--- src/rtl/i2c_slave_engine.sv ---
`timescale 1ns/1ps
module i2c_slave_engine (
  input  logic       clk,
  input  logic       rst_n,
  input  logic       scl_i,
  input  logic       sda_i,
  output logic       scl_drive_low,
  output logic       sda_drive_low,
  input  logic [7:0] own_addr,
  input  logic [1:0] addr_hi,
  input  logic       ten_bit_en,
  input  logic       gc_en,
  input  logic       ack_en,
  output logic [7:0] rx_data,
  input  logic [7:0] tx_data,
  input  logic       tx_write,
  input  logic       ev_release,
  output logic       ev_addr,
  output logic       ev_byte,
  output logic       ev_nack,
  output logic       ev_stop,
  output logic       is_tx
);
  typedef enum logic [3:0] {S_IDLE, S_ADDR, S_ADDR2, S_ACK, S_HOLD,
                            S_RX, S_TX, S_MACK, S_SKIP} st_t;

  st_t        st, after_ack;
  logic [2:0] scl_p, sda_p;
  logic [7:0] sr;
  logic [3:0] cnt;
  logic [1:0] post_ev;
  logic       ack_q, ten_ok, sel, mack_n;

  wire scl_s = scl_p[1], scl_q = scl_p[2];
  wire sda_s = sda_p[1], sda_q = sda_p[2];
  wire scl_rise = scl_s & ~scl_q;
  wire scl_fall = ~scl_s & scl_q;
  wire start_c  = scl_s & scl_q & sda_q & ~sda_s;
  wire stop_c   = scl_s & scl_q & ~sda_q & sda_s;
  wire byte_end = scl_fall && cnt == 4'd8;

  wire hdr = ten_bit_en && sr[7:3] == 5'b11110 && sr[2:1] == addr_hi;
  wire m7  = !ten_bit_en && sr[7:1] == own_addr[6:0];
  wire mgc = gc_en && sr == 8'h00;

  assign scl_drive_low = (st == S_HOLD);
  assign sda_drive_low = (st == S_ACK && ack_q) || (st == S_TX && !sr[7]);

  always_ff @(posedge clk or negedge rst_n) begin
    if (!rst_n) begin
      scl_p <= 3'b111; sda_p <= 3'b111;
      st <= S_IDLE; after_ack <= S_IDLE; post_ev <= 2'd0;
      sr <= 8'h00; cnt <= 4'd0; rx_data <= 8'h00;
      ack_q <= 1'b0; ten_ok <= 1'b0; sel <= 1'b0; mack_n <= 1'b0; is_tx <= 1'b0;
      ev_addr <= 1'b0; ev_byte <= 1'b0; ev_nack <= 1'b0; ev_stop <= 1'b0;
    end else begin
      scl_p <= {scl_p[1:0], scl_i};
      sda_p <= {sda_p[1:0], sda_i};
      ev_addr <= 1'b0; ev_byte <= 1'b0; ev_nack <= 1'b0; ev_stop <= 1'b0;
      if (stop_c) begin
        ev_stop <= sel; sel <= 1'b0; ten_ok <= 1'b0; is_tx <= 1'b0; st <= S_IDLE;
      end else if (start_c) begin
        st <= S_ADDR; cnt <= 4'd0; sel <= 1'b0;
      end else begin
        case (st)
          S_ADDR, S_ADDR2, S_RX: begin
            if (scl_rise) begin
              sr <= {sr[6:0], sda_s};
              cnt <= cnt + 4'd1;
            end else if (byte_end) begin
              ack_q <= ack_en;
              if (st == S_RX) begin
                rx_data <= sr; st <= S_ACK; after_ack <= S_HOLD; post_ev <= 2'd2;
              end else if (st == S_ADDR2) begin
                if (sr == own_addr) begin
                  ten_ok <= 1'b1; is_tx <= 1'b0; sel <= 1'b1;
                  st <= S_ACK; after_ack <= S_HOLD; post_ev <= 2'd1;
                end else begin
                  ten_ok <= 1'b0; st <= S_SKIP;
                end
              end else if (hdr && !sr[0]) begin
                st <= S_ACK; after_ack <= S_ADDR2; post_ev <= 2'd0;
              end else if ((hdr && ten_ok) || m7 || mgc) begin
                is_tx <= sr[0]; sel <= 1'b1;
                st <= S_ACK; after_ack <= S_HOLD; post_ev <= 2'd1;
              end else begin
                st <= S_SKIP;
              end
            end
          end
          S_ACK: if (scl_fall) begin
            st <= after_ack; cnt <= 4'd0;
            ev_addr <= (post_ev == 2'd1);
            ev_byte <= (post_ev == 2'd2);
          end
          S_HOLD: begin
            if (is_tx && tx_write) begin
              sr <= tx_data; cnt <= 4'd0; st <= S_TX;
            end else if (!is_tx && ev_release) begin
              cnt <= 4'd0; st <= S_RX;
            end
          end
          S_TX: if (scl_fall) begin
            if (cnt == 4'd7) st <= S_MACK;
            else begin
              sr <= {sr[6:0], 1'b0};
              cnt <= cnt + 4'd1;
            end
          end
          S_MACK: begin
            if (scl_rise) mack_n <= sda_s;
            else if (scl_fall) begin
              if (mack_n) begin ev_nack <= 1'b1; st <= S_SKIP; end
              else begin ev_byte <= 1'b1; st <= S_HOLD; end
            end
          end
          default: ;
        endcase
      end
    end
  end
endmodule

--- config.mk ---
export PLATFORM = sky130hd
export DESIGN_NAME = i2c_slave_engine
export DESIGN_NICKNAME = d
export VERILOG_FILES = /design/src/rtl/i2c_slave_engine.sv
export SDC_FILE = /design/constraint.sdc
export NUM_CORES = 1
export LEC_CHECK = 0
export BUFFER_PORTS_ARGS = -buffer_cell sky130_fd_sc_hd__buf_2
export CAP_MARGIN = 20
export CORE_MARGIN = 8
export CORE_UTILIZATION = 55
export CTS_CLUSTER_DIAMETER = 100
export DETAILED_ROUTE_END_ITERATION = 7
export PLACE_DENSITY = 0.78
export SYNTH_ARGS = -nofsm -noshare
export SYNTH_HDL_FRONTEND = slang
export SYNTH_SLANG_ARGS = --single-unit
--- constraint.sdc ---
create_clock -name clk -period 2.4 [get_ports clk]
set_input_delay 0.36 -clock clk [delete_from_list [all_inputs] [get_ports clk]]
set_output_delay 0.36 -clock clk [all_outputs]
set_load 0.03 [all_outputs]
* Word-level counts from Yosys, hierarchy flattened *
Index checks and enable logic that the tools add are counted.

storage, ports and cells
  register bits = 45
  input bits = 27
  output and inout bits = 15
  logic and storage cells = 202

cells by class
  add/sub/neg operators = 1
  equality and inequality tests = 42
  mux-type cells = 87
  bitwise gates (word level) = 14
  reduce and logical (&&, ||, !) cells = 41

operators with widths
  operator              number
  $mux W4               29
  $mux W1               45
  $mux W8               4
  $ne A4 B4 Y1 const B  7
  $reduce_and A7 Y1     4
  $pmux W8 S3           1
  $eq A4 B3 Y1 const B  5
  $pmux W4 S5           1
  $ne A3 B3 Y1 const B  6
  $pmux W4 S4           1
  $reduce_and A6 Y1     2
  $reduce_bool A3 Y1    4
  $logic_and A1 B1 Y1   11
  $mux W2               5
  $reduce_and A9 Y1     1
  $eq A4 B2 Y1 const B  2
  $eq A8 B8 Y1          1
  $logic_not A8 Y1      1
  $ne A2 B2 Y1 const B  4
  $ne A4 B3 Y1 const B  2
  $reduce_and A8 Y1     1
  $reduce_bool A4 Y1    2
  $and A1 B1 Y1         7
  $eq A7 B7 Y1          1
  22 further kinds      38

* Depth between registers and ports, before layout *
  depth in word-level cells = 15
  gate-level depth with buffers = 7
  mapped depth without buffers = 7

* Worst setup path after synthesis *
No wires, ideal clock.

  path type = register -> register
  start point = reg st[2]
  end point = reg sr[1]
  library setup time = 125 ps
  data arrival time = 2060 ps
  required time = 2275 ps
  path slack = 216 ps
  cell stages (with the launch flop) = 7
  path buffers = 1
  clock period less this slack = 2184 ps
  cells stage by stage = dfrtp_1 buf_2 nor2b_1 nand2_1 nor2_2 mux2_2 mux2_2

on the way
  elaborated cells on any way between the ends = 13
  those cells by class = eq/ne (9); mux (1); reduce/logical (3)

RTL lines
  what                                                          RTL line  source
  from (decl)                                                   27        st_t st, after_ack;
  from (signal assigned)                                        52        st <= S_IDLE; after_ack <= S_IDLE; post_ev <= 2'd0;
  from (signal assigned)                                        61        ev_stop <= sel; sel <= 1'b0; ten_ok <= 1'b0; is_tx <= 1'b0; st <= S_IDLE;
  from (signal assigned)                                        63        st <= S_ADDR; cnt <= 4'd0; sel <= 1'b0;
  $eq A4 B3 Y1 *                                                --
  net scl_drive_low                                             7         output logic scl_drive_low,
  $ne A2 B1 Y1 (no line) or $reduce_bool A3 Y1 (tied branches)  --
  $reduce_and A7 Y1 (no line)                                   --
  to (signal assigned)                                          68        sr <= {sr[6:0], sda_s};
  to (signal assigned)                                          106       sr <= {sr[6:0], 1'b0};
  to (decl)                                                     29        logic [7:0] sr;

Mark *: on every way through the listed nets, which the timed path passes. The rest lies on a longest branch.
A chain may end at the register's enable or synchronous reset.

* Worst setup path in the final report *
  start point = reg sr[5]
  end point = reg after_ack[1]

on the way
  word-level cells in the longest chain between the ends = 8
  elaborated cells on any way between the ends = 18
  those cells by class = eq/ne (4); mux (3); reduce/logical (11)

ends and longest elaborated chain
  what                               RTL line  source
  $eq A5 B5 Y1                       42        wire hdr = ten_bit_en && sr[7:3] == 5'b11110 && sr[2:1] == addr_hi;
  $logic_and A1 B1 Y1 (2 in series)  42
  $logic_and A1 B1 Y1                83        end else if ((hdr && ten_ok) || m7 || mgc) begin
  $logic_or A1 B1 Y1 (2 in series)   83
  $reduce_bool A4 Y1 (no line)       --
  $reduce_and A7 Y1 (no line)        --
  to (signal assigned)               77        st <= S_ACK; after_ack <= S_HOLD; post_ev <= 2'd1;
  to (signal assigned)               82        st <= S_ACK; after_ack <= S_ADDR2; post_ev <= 2'd0;
  to (signal assigned)               85        st <= S_ACK; after_ack <= S_HOLD; post_ev <= 2'd1;
  to (decl)                          27

Several ways; a longest one is shown, not always the timed one.

==> metrics.cfg <==
[status]
status=complete, no violations

[setup_path]
start_kind=register
cpLargestDelayFamily=compound AO/OA/AOI/OAI gates
critPathBufInv=0
reg2reg_from=sr[5]
crit_cells=5
reg2regPathDepth=5
end_kind=register
startpoint=sr[5]
reg2reg_slack_ns=0.14
crit_required_ns=2.59
worstReg2RegEnd=after_ack[1]
critical_path_class=register to register
cpMaxStageDelayCell=dfrtp_1
critPathCapture=after_ack[1]
path_max_fanout=7
max_stage_delay_ns=0.50
worstPathCellList=xor2_1, nor4_1, a21oi_1, a2111oi_4, mux2_2
arrival_ns=2.45

[power]
p_int_mw=1.682
power_mw=2.760
p_comb_share_pct=38.7
p_leak_nw=1.407
peakVddDrop_uv=551.3
p_sw_mw=1.078
switching_share_pct=39.06
powerDensity_nw_per_um2=888.5
power_frac_seq_pct=40.1
p_clk_share_pct=21.3

[global_route]
grt_max_degree=23
grt_pass1_vias=2240
grt_pass1_wl_um=10950
grt_overflow=0
antenna_found_initial=0
grt_usage_pct=18.68

[final_layout]
n_antenna_cell=0
area_growth_pct=15.27
fin_nets=337
final_common_cell=buf_2
drive_gt1_share_pct=36.25
final_cell_mix=buf_2, dfrtp_1, mux2_2

[clock_tree]
cts_buffer_depth=2
clk_transition_reported_paths_ns=0.09
cts_setup_buffers=0
cts_sinks=43
cts_tree=yes
cts_buffers=5
cts_root_buf=clkbuf_8
clock_latency_ns=0.30
cts_htree_levels=2

[drt]
ant_nets=0
route.detailed.drc=0
wirelength_um=6636
drtIter0Drc=321
via_count=2199
wl_per_cell_um=17.65
vias_per_cell=5.848
drtPass1Iterations=4

[timing]
slew_headroom_pct=60.95
drv_slew=0
setup_viol=0
hold_viol=0
max_freq_ghz=0.4432
hold-worst-slack_ns=0.02415
period_needed_ns=2.257
rsz0062_at_grt=no
fin_ws_ns=0.1435
period_share_pct=94.02
setup_tns_ns=0
fin_skew_ns=0.007554
tightest_slew_ns=0.5857

[die]
dieArea_um2=7396
die_y_um=86
io_pins=42
rows=25
core_area_um2=4723
fp.dieW_um=86
start_util_pct=57.06

[yosys]
synth_area_leaders=dfrtp_1, mux2_2, dfstp_2
ys.warnings.count=0
synth-edff-count=0
ys_async_sr_fraction_pct=100.0
yosysTopAreaCell=dfrtp_1
syn_inst=262
synth.cell_area_um2=2695
synth_top_flop_cell=dfrtp_1
ys_seq_area_share_pct=40.20
synth_cell_types=61
synth-seq-cells=43
syn_avg_cell_area_um2=10.29
synth_top_area_share_pct=34.35
synth_fp_nets=291

[placed_design]
place.gp.congestion=0.9675
hpwlAfterDp_um=5031
port_buffers=41
pre_cts_ws_ns=0.1025

[hold_path]
hold_class=input port to async pin

[run]
cap_viol_max_count=0

## how the worst min path moves through the flow
stage | start | end | cells past startpoint
2_1_floorplan | rst_n | ack_q | 0
3_3_place_gp | scl_p[0] | scl_p[1] | 0
3_5_place_dp | sda_p[0] | sda_p[1] | 0
4_1_cts | rst_n | sr[3] | 1
5_1_grt | rst_n | sr[3] | 1
6_report | rst_n | rx_data[4] | 1
## stage by stage
step / cells / util, % / cell area (um^2)
final: 376 / 65.77 / 3107
after global placement: 368 / 63.15 / 2983
after global routing: 376 / 65.77 / 3107
after CTS: 376 / 65.62 / 3099
after detailed placement: 368 / 63.15 / 2983
after floorplan: 262 / - / 2695
## cells by family after synthesis
family                     Yosys count  synth area share, %
and+or+nand+nor                     91                21.49
AOI/OAI and AO/OA                   53                13.88
DFF                                 43                40.20
muxes                               31                12.86
buffers and inverters               24                4.782
xor gates and xnor gates            18                5.850
adders and majority gates            2               0.9284
## flip-flops by register name, indices dropped and copies added, names as in the netlist
register	cells
rx_data	8
sr	8
cnt	4
st	4
scl_p	3
sda_p	3
after_ack	2
post_ev	2
ack_q	1
ev_addr	1
ev_byte	1
ev_nack	1
ev_stop	1
is_tx	1
mack_n	1
sel	1
ten_ok	1
## timing repair
item / in CTS / in global routing
hold buffers: 0 / 0
endpoints found under the setup margin: 0 / 9
gates resized for setup: 0 / 1
endpoints found under the hold margin: 0 / 0
## cells in the mapped netlist (3+ instances only)
| cell type | instances |
|---|---|
| nand3b_1 | 3 |
| nor4_2 | 3 |
| mux2_2 | 28 |
| nand2_1 | 18 |
| inv_1 | 10 |
| nor3_1 | 3 |
| nor2_1 | 15 |
| buf_6 | 3 |
| nand3_1 | 5 |
| o21ai_0 | 6 |
| xor2_1 | 17 |
| dfstp_2 | 6 |
| nor2b_1 | 5 |
| dfrtp_1 | 37 |
| a21oi_1 | 17 |
| and2_1 | 3 |
| a31oi_1 | 6 |
| or2_2 | 3 |
| buf_2 | 7 |
| nand2b_1 | 9 |
| nor4_1 | 4 |
## power by group through the flow
stage,Clock [mW],Sequential [mW],Combinational (mW)
5_1_grt,0.626,1.13,1.16
4_1_cts,0.599,1.10,1.06
3_3_place_gp,0,1.11,1.02
2_1_floorplan,0,0.930,1.03
3_5_place_dp,0,1.11,1.05
6_report,0.587,1.11,1.07
## area by class of cell
type / instances / area [um^2]
fillers: 382 / 1617
repair buffers: 53 / 295.3
well taps: 67 / 83.83
inverters: 10 / 37.54
clock inverters: 3 / 47.55
multi-input cells: 195 / 1490
clock buffers: 5 / 68.82
flip-flops and latches: 43 / 1084
## layer usage
metal	up-vias	track usage [%]	part of all wire (%)
li1	1042	-	-
met1	1052	23.98	44
met2	96	29.67	47
met3	9	4.680	7.4
met4	0	6.369	1.3
met5	-	0	0
## worst register-to-register path, stage by stage (launching register included)
cell       delay, ns
dfrtp_1         0.50
xor2_1          0.22
nor4_1          0.36
a21oi_1         0.20
a2111oi_4       0.48
mux2_2          0.39
No activity file was read; power rests on OpenSTA's default activity.
